### config.mk
export PLATFORM = sky130hd
export DESIGN_NAME = systolic_mm
export DESIGN_NICKNAME = d
export VERILOG_FILES = /design/src/rtl/smm_pkg.sv /design/src/rtl/smm_skew_lane.sv /design/src/rtl/smm_mac_cell.sv /design/src/rtl/systolic_mm.sv
export SDC_FILE = /design/constraint.sdc
export NUM_CORES = 2
export LEC_CHECK = 0
export ABC_AREA = 1
export BUFFER_PORTS_ARGS = -buffer_cell sky130_fd_sc_hd__buf_2
export CAP_MARGIN = 30
export CELL_PAD_IN_SITES_DETAIL_PLACEMENT = 0
export CELL_PAD_IN_SITES_GLOBAL_PLACEMENT = 1
export CORE_UTILIZATION = 50
export DETAILED_ROUTE_END_ITERATION = 6
export HOLD_SLACK_MARGIN = 0.12
export PLACE_DENSITY = 0.8
export SLEW_MARGIN = 20
export SYNTH_ARGS = -nofsm -noshare
export SYNTH_HDL_FRONTEND = slang
export SYNTH_SLANG_ARGS = --single-unit
### constraint.sdc
create_clock -name clk -period 8.3 [get_ports clk]
set_input_delay 1.245 -clock clk [delete_from_list [all_inputs] [get_ports clk]]
set_output_delay 1.245 -clock clk [all_outputs]
set_load 0.02 [all_outputs]
### src/rtl/smm_pkg.sv
package smm_pkg;
  typedef enum logic [1:0] {
    ST_IDLE  = 2'd0,
    ST_RUN   = 2'd1,
    ST_DRAIN = 2'd2,
    ST_DUMP  = 2'd3
  } smm_state_e;
endpackage

### src/rtl/smm_skew_lane.sv
// Fixed-depth register chain used to stagger one input lane.
module smm_skew_lane #(
  parameter int W     = 9,
  parameter int DEPTH = 1
) (
  input  logic         clk,
  input  logic         rst_n,
  input  logic [W-1:0] d,
  output logic [W-1:0] q
);
  generate
    if (DEPTH == 0) begin : g_wire
      assign q = d;
    end else begin : g_regs
      logic [W-1:0] stage_q [DEPTH];
      always_ff @(posedge clk or negedge rst_n) begin
        if (!rst_n) begin
          for (int s = 0; s < DEPTH; s++) stage_q[s] <= '0;
        end else begin
          stage_q[0] <= d;
          for (int s = 1; s < DEPTH; s++) stage_q[s] <= stage_q[s-1];
        end
      end
      assign q = stage_q[DEPTH-1];
    end
  endgenerate
endmodule

### src/rtl/smm_mac_cell.sv
// One grid cell: accumulate when both operands are valid, forward both one hop.
module smm_mac_cell #(
  parameter int DW = 8,
  parameter int AW = 24
) (
  input  logic                 clk,
  input  logic                 rst_n,
  input  logic                 clr,
  input  logic [DW-1:0]        a_i,
  input  logic                 a_vi,
  input  logic [DW-1:0]        b_i,
  input  logic                 b_vi,
  output logic [DW-1:0]        a_o,
  output logic                 a_vo,
  output logic [DW-1:0]        b_o,
  output logic                 b_vo,
  output logic signed [AW-1:0] acc_o
);
  logic signed [2*DW-1:0] prod;
  logic signed [AW-1:0]   acc_n;

  always_comb begin
    prod  = $signed(a_i) * $signed(b_i);
    acc_n = acc_o;
    if (clr)                acc_n = '0;
    else if (a_vi && b_vi)  acc_n = acc_o + AW'(prod);
  end

  always_ff @(posedge clk or negedge rst_n) begin
    if (!rst_n) begin
      acc_o <= '0;
      a_o   <= '0;
      a_vo  <= 1'b0;
      b_o   <= '0;
      b_vo  <= 1'b0;
    end else begin
      acc_o <= acc_n;
      a_o   <= a_i;
      a_vo  <= a_vi;
      b_o   <= b_i;
      b_vo  <= b_vi;
    end
  end
endmodule

### src/rtl/systolic_mm.sv
module systolic_mm
  import smm_pkg::*;
#(
  parameter int P  = 4,
  parameter int Q  = 3,
  parameter int DW = 8,
  parameter int AW = 24,
  localparam int IDX_W = (Q > 1) ? $clog2(Q) : 1
) (
  input  logic            clk,
  input  logic            rst_n,
  input  logic            start,
  input  logic            in_valid,
  input  logic            in_last,
  input  logic [P*DW-1:0] in_a,
  input  logic [Q*DW-1:0] in_b,
  output logic            slot_open,
  output logic            done,
  output logic            out_valid,
  output logic [IDX_W-1:0] out_idx,
  output logic [P*AW-1:0] out_col
);
  localparam int DRAIN_LAST = P + Q - 2;
  localparam int CNT_W      = $clog2(P + Q);

  smm_state_e       state_q, state_n;
  logic [CNT_W-1:0] cnt_q, cnt_n;
  logic [IDX_W-1:0] col_q, col_n;
  logic             phase_q;
  logic             accept, clr;

  // Control: next state
  always_comb begin
    state_n = state_q;
    cnt_n   = cnt_q;
    col_n   = col_q;
    clr     = 1'b0;
    unique case (state_q)
      ST_IDLE: if (start) begin
        state_n = ST_RUN;
        clr     = 1'b1;
      end
      ST_RUN: if (accept && in_last) begin
        state_n = ST_DRAIN;
        cnt_n   = '0;
      end
      ST_DRAIN: begin
        if (cnt_q == CNT_W'(DRAIN_LAST)) begin
          state_n = ST_DUMP;
          col_n   = '0;
        end else begin
          cnt_n = cnt_q + 1'b1;
        end
      end
      ST_DUMP: begin
        if (col_q == IDX_W'(Q - 1)) state_n = ST_IDLE;
        else                        col_n   = col_q + 1'b1;
      end
      default: state_n = ST_IDLE;
    endcase
  end

  // Control: registers
  always_ff @(posedge clk or negedge rst_n) begin
    if (!rst_n) begin
      state_q <= ST_IDLE;
      cnt_q   <= '0;
      col_q   <= '0;
      phase_q <= 1'b0;
    end else begin
      state_q <= state_n;
      cnt_q   <= cnt_n;
      col_q   <= col_n;
      phase_q <= ~phase_q;
    end
  end

  assign slot_open = (state_q == ST_RUN) && !phase_q;
  assign accept    = slot_open && in_valid;

  // Skewed edge lanes: bubbles carry zero data and a low valid bit
  logic [DW-1:0] a_w  [P][Q];
  logic          av_w [P][Q];
  logic [DW-1:0] b_w  [P][Q];
  logic          bv_w [P][Q];
  logic signed [AW-1:0] acc_w [P][Q];
  logic [DW:0]   a_lane [P];
  logic [DW:0]   b_lane [Q];

  generate
    for (genvar i = 0; i < P; i++) begin : g_row_skew
      smm_skew_lane #(.W(DW + 1), .DEPTH(i)) u_skew (
        .clk(clk), .rst_n(rst_n),
        .d({accept, accept ? in_a[i*DW +: DW] : {DW{1'b0}}}),
        .q(a_lane[i])
      );
    end
    for (genvar j = 0; j < Q; j++) begin : g_col_skew
      smm_skew_lane #(.W(DW + 1), .DEPTH(j)) u_skew (
        .clk(clk), .rst_n(rst_n),
        .d({accept, accept ? in_b[j*DW +: DW] : {DW{1'b0}}}),
        .q(b_lane[j])
      );
    end

    for (genvar i = 0; i < P; i++) begin : g_r
      for (genvar j = 0; j < Q; j++) begin : g_c
        logic [DW-1:0] a_in, b_in;
        logic          av_in, bv_in;
        if (j == 0) begin : g_aedge
          assign a_in  = a_lane[i][DW-1:0];
          assign av_in = a_lane[i][DW];
        end else begin : g_ahop
          assign a_in  = a_w[i][j-1];
          assign av_in = av_w[i][j-1];
        end
        if (i == 0) begin : g_bedge
          assign b_in  = b_lane[j][DW-1:0];
          assign bv_in = b_lane[j][DW];
        end else begin : g_bhop
          assign b_in  = b_w[i-1][j];
          assign bv_in = bv_w[i-1][j];
        end
        smm_mac_cell #(.DW(DW), .AW(AW)) u_cell (
          .clk(clk), .rst_n(rst_n), .clr(clr),
          .a_i(a_in), .a_vi(av_in), .b_i(b_in), .b_vi(bv_in),
          .a_o(a_w[i][j]), .a_vo(av_w[i][j]),
          .b_o(b_w[i][j]), .b_vo(bv_w[i][j]),
          .acc_o(acc_w[i][j])
        );
      end
    end

    for (genvar i = 0; i < P; i++) begin : g_out
      assign out_col[i*AW +: AW] = acc_w[i][col_q];
    end
  endgenerate

  assign out_valid = (state_q == ST_DUMP);
  assign out_idx   = col_q;
  assign done      = out_valid && (col_q == '0);
endmodule

==> results.cfg <==
[status]
outcome = finished, final reports clean

[synth]
syn-num-nets = 11387
synth_cells = 9421
synthArstFlopShare_pct = 100
synth_top_area_share_pct = 33.2
synthTopCellsByArea = fa_1 33%, dfrtp_1 17%, inv_1 13%
synth_xor_area_share_pct = 0.884
synthSimpleGateAreaFrac_pct = 17.5
yosys_register_bits = 509
yosysUniqueCellTypes = 42
syn_avg_cell_area_um2 = 7.99
synth_top_family_by_area = adder cells
synth_top_cell_by_area = fa_1
synth_compound_area_share_pct = 6.37
synthMuxAreaShare_pct = 0
synth_edf_count = 0
synth_adder_area_share_pct = 44.1
synthesis.area_um2 = 75300
ys_seq_area_share_pct = 16.9
yosysWarnings = 0
yosysMostFrequentCell = inv_1
synth_ff_type = dfrtp_1
synth_common_cells = 2536 x inv_1, 2229 x nand2_1, 1248 x fa_1, 657 x ha_1, 509 x dfrtp_1

[sta]
max_freq_ghz = 0.167
relSlewSlack_pct = 36.4
fin_crit_sh_pct = 72.3
worst_slew_pin_slew_ps = 951
setup_viol = 0
rsz0062_at_grt = false
setup_ws_ps = 2300
slew_viol_final = 0
post-route-min-period_ps = 6000
hold_viol_final = 0
skew_ps = 29.4
tns_ps = 0

[worst_setup_path]
cp-start-kind = register
critPathRequiredTime_ps = 8860
reg2reg_slack_ps = 2300
setup.worst_path.end_class = register
criticalPathCategory = register to register
cp_max_fo = 9
cp.arrival_ps = 6560

[floorplan]
start_util_pct = 50.3
die_w_um = 390
die_area_um2 = 152000
core_um2 = 150000
io_pins = 162
die_y_um = 390
rows = 142

[clocking]
cts.clk_slew.worst_paths_ps = 60
postCtsSetupBuffers = 0
h-tree-depth = 3
cts_tree = built
cts_resized = 0
holdBufCountCts = 0
cts_sinks = 509
clock_latency_ps = 700
clock_path_buffers = 3
numCtsBuffers = 74
ctsRootBufferMaster = clkbuf_16

[global_route]
grtUsageTotal_pct = 28.1
grt_pass1_vias = 62789
overflow = 0
grt_max_degree = 162
grt_pass1_wl_um = 336000
grt_antenna_before_repair = 16

[placement]
post-place-ws_ps = 1830
port_buffers = 161
hpwl_um = 170000
gp_congestion = 0.913

[detailed_routing]
wl_per_cell_um = 17.8
drt-total-wl_um = 204000
drt_iter0_markers = 3337
ant_nets = 0
detail_route.vias_per_cell = 5.07
first_pass_iters = 6
via_count = 58345
drc_errors = 0

[power]
seqPwrFrac_pct = 24.4
ir_drop_uv = 212
p_clk_share_pct = 24.2
swShare_pct = 48.0
power_density_nw_per_um2 = 183
power_w = 0.0147
pwr-share-comb_pct = 51.5
leakage_nw = 47.5
p_switching_w = 0.00707
internal_power_w = 0.00764

[final_layout]
antennaDiodeCount = 0
ff_latch_area_um2 = 12700
multi_input_area_um2 = 51800
drive_gt1_share_pct = 4.89
synthToLayoutAreaGrowth_pct = 7.04
nFillCells = 14261
final_nets = 11390

[run]
cap_violations = 0

[hold_path]
min_path_type = register to register
## cells by family after synthesis
kind of cell / Yosys count
simple gates: 3194
fa+ha+maj: 1905
flops: 509
compound gates: 917
xor+xnor: 76
buf+inv: 2820
## power groups by stage
stage	Clock (W)	Combinational [W]	Sequential [W]
floorplan	0	0.00538	0.00327
global placement	0	0.00746	0.00361
detailed placement	0	0.00758	0.00363
CTS	0.00362	0.00767	0.00359
global route	0.00371	0.00871	0.00366
finish	0.00355	0.00757	0.00359
## cells in the final DEF (no fill, tap or decap), types with 76 or more instances in the layout
master     instances
a21oi_1          325
buf_2            160
clkbuf_16         76
dfrtp_1          508
fa_1            1248
ha_1             657
inv_1           2535
nand2_1         2228
nand3_1          336
nor2_1           388
o21ai_0          434
o22ai_1           86
or2_2             92
## per-stage QoR
step / utilization, % / hold WS [ps] / instance area, um^2 / cells
global placement: 51.9 / 331 / 77700 / 11351
floorplan: - / 331 / 75300 / 9421
global route: 53.9 / 351 / 80600 / 11501
CTS: 53.8 / 345 / 80500 / 11497
detailed placement: 52.0 / 336 / 77800 / 11360
finish: 53.9 / 345 / 80600 / 11501
## registers in the layout, indices dropped and copies added, names as in the netlist
name	flops
g_r.g_c.u_cell.acc_o	288
g_r.g_c.u_cell.b_o	72
g_r.g_c.u_cell.a_o	64
g_row_skew.u_skew.q	24
g_row_skew.u_skew.g_regs.stage_q	24
g_col_skew.u_skew.q	18
g_col_skew.u_skew.g_regs.stage_q	8
cnt_q	3
g_r.g_c.u_cell.b_vo	3
out_idx	2
state_q	2
phase_q	1
## layer usage
layer	vias up	part of all wire [%]	global-route usage (%)
li1	27811	-	-
met1	29070	43	36.8
met2	1152	49	48.3
met3	312	4.5	3.44
met4	0	3.6	9.47
met5	-	0	0
## worst max-delay path, cell delays in order, from the launching register on
cell and delay, ps:
dfrtp_1 400, inv_1 120, ha_1 180, inv_1 80
nor2_4 100, nand2_4 100, inv_4 110, nand2_1 210
inv_1 170, nand2_1 150, fa_1 680, fa_1 680
inv_1 210, fa_1 540, inv_1 60, fa_1 470
inv_1 40, ha_1 270, ha_1 420, nand2_1 120
nor3_1 290, nand3_1 160, nand3_1 120, nand2_1 50
nand3_1 90, nand2_1 60
## cell type report
type	count	share of cell area, %
Clock buffer	96	2.59
Sequential cell	509	15.8
Timing Repair Buffer	200	1.56
Tap cell	2016	3.13
Multi-Input combinational cell	6092	64.3
Clock inverter	41	0.716
Inverter	2547	11.9
## final timing paths
kind	to	depth (start not counted)	startpoint
worst max-delay path	g_r[0].g_c[0].u_cell.acc_o[23]	25	state_q[1]
worst min-delay path	g_row_skew[2].u_skew.q[1]	0	g_row_skew[2].u_skew.g_regs.stage_q[10]
worst max register to register	g_r[0].g_c[0].u_cell.acc_o[23]	25	state_q[1]
worst min register to register	g_row_skew[2].u_skew.q[1]	0	g_row_skew[2].u_skew.g_regs.stage_q[10]
max in group asynchronous	out_idx[1]	2	rst_n
min in group asynchronous	g_r[3].g_c[2].u_cell.acc_o[18]	1	rst_n
(Power assumes the default switching activity.)
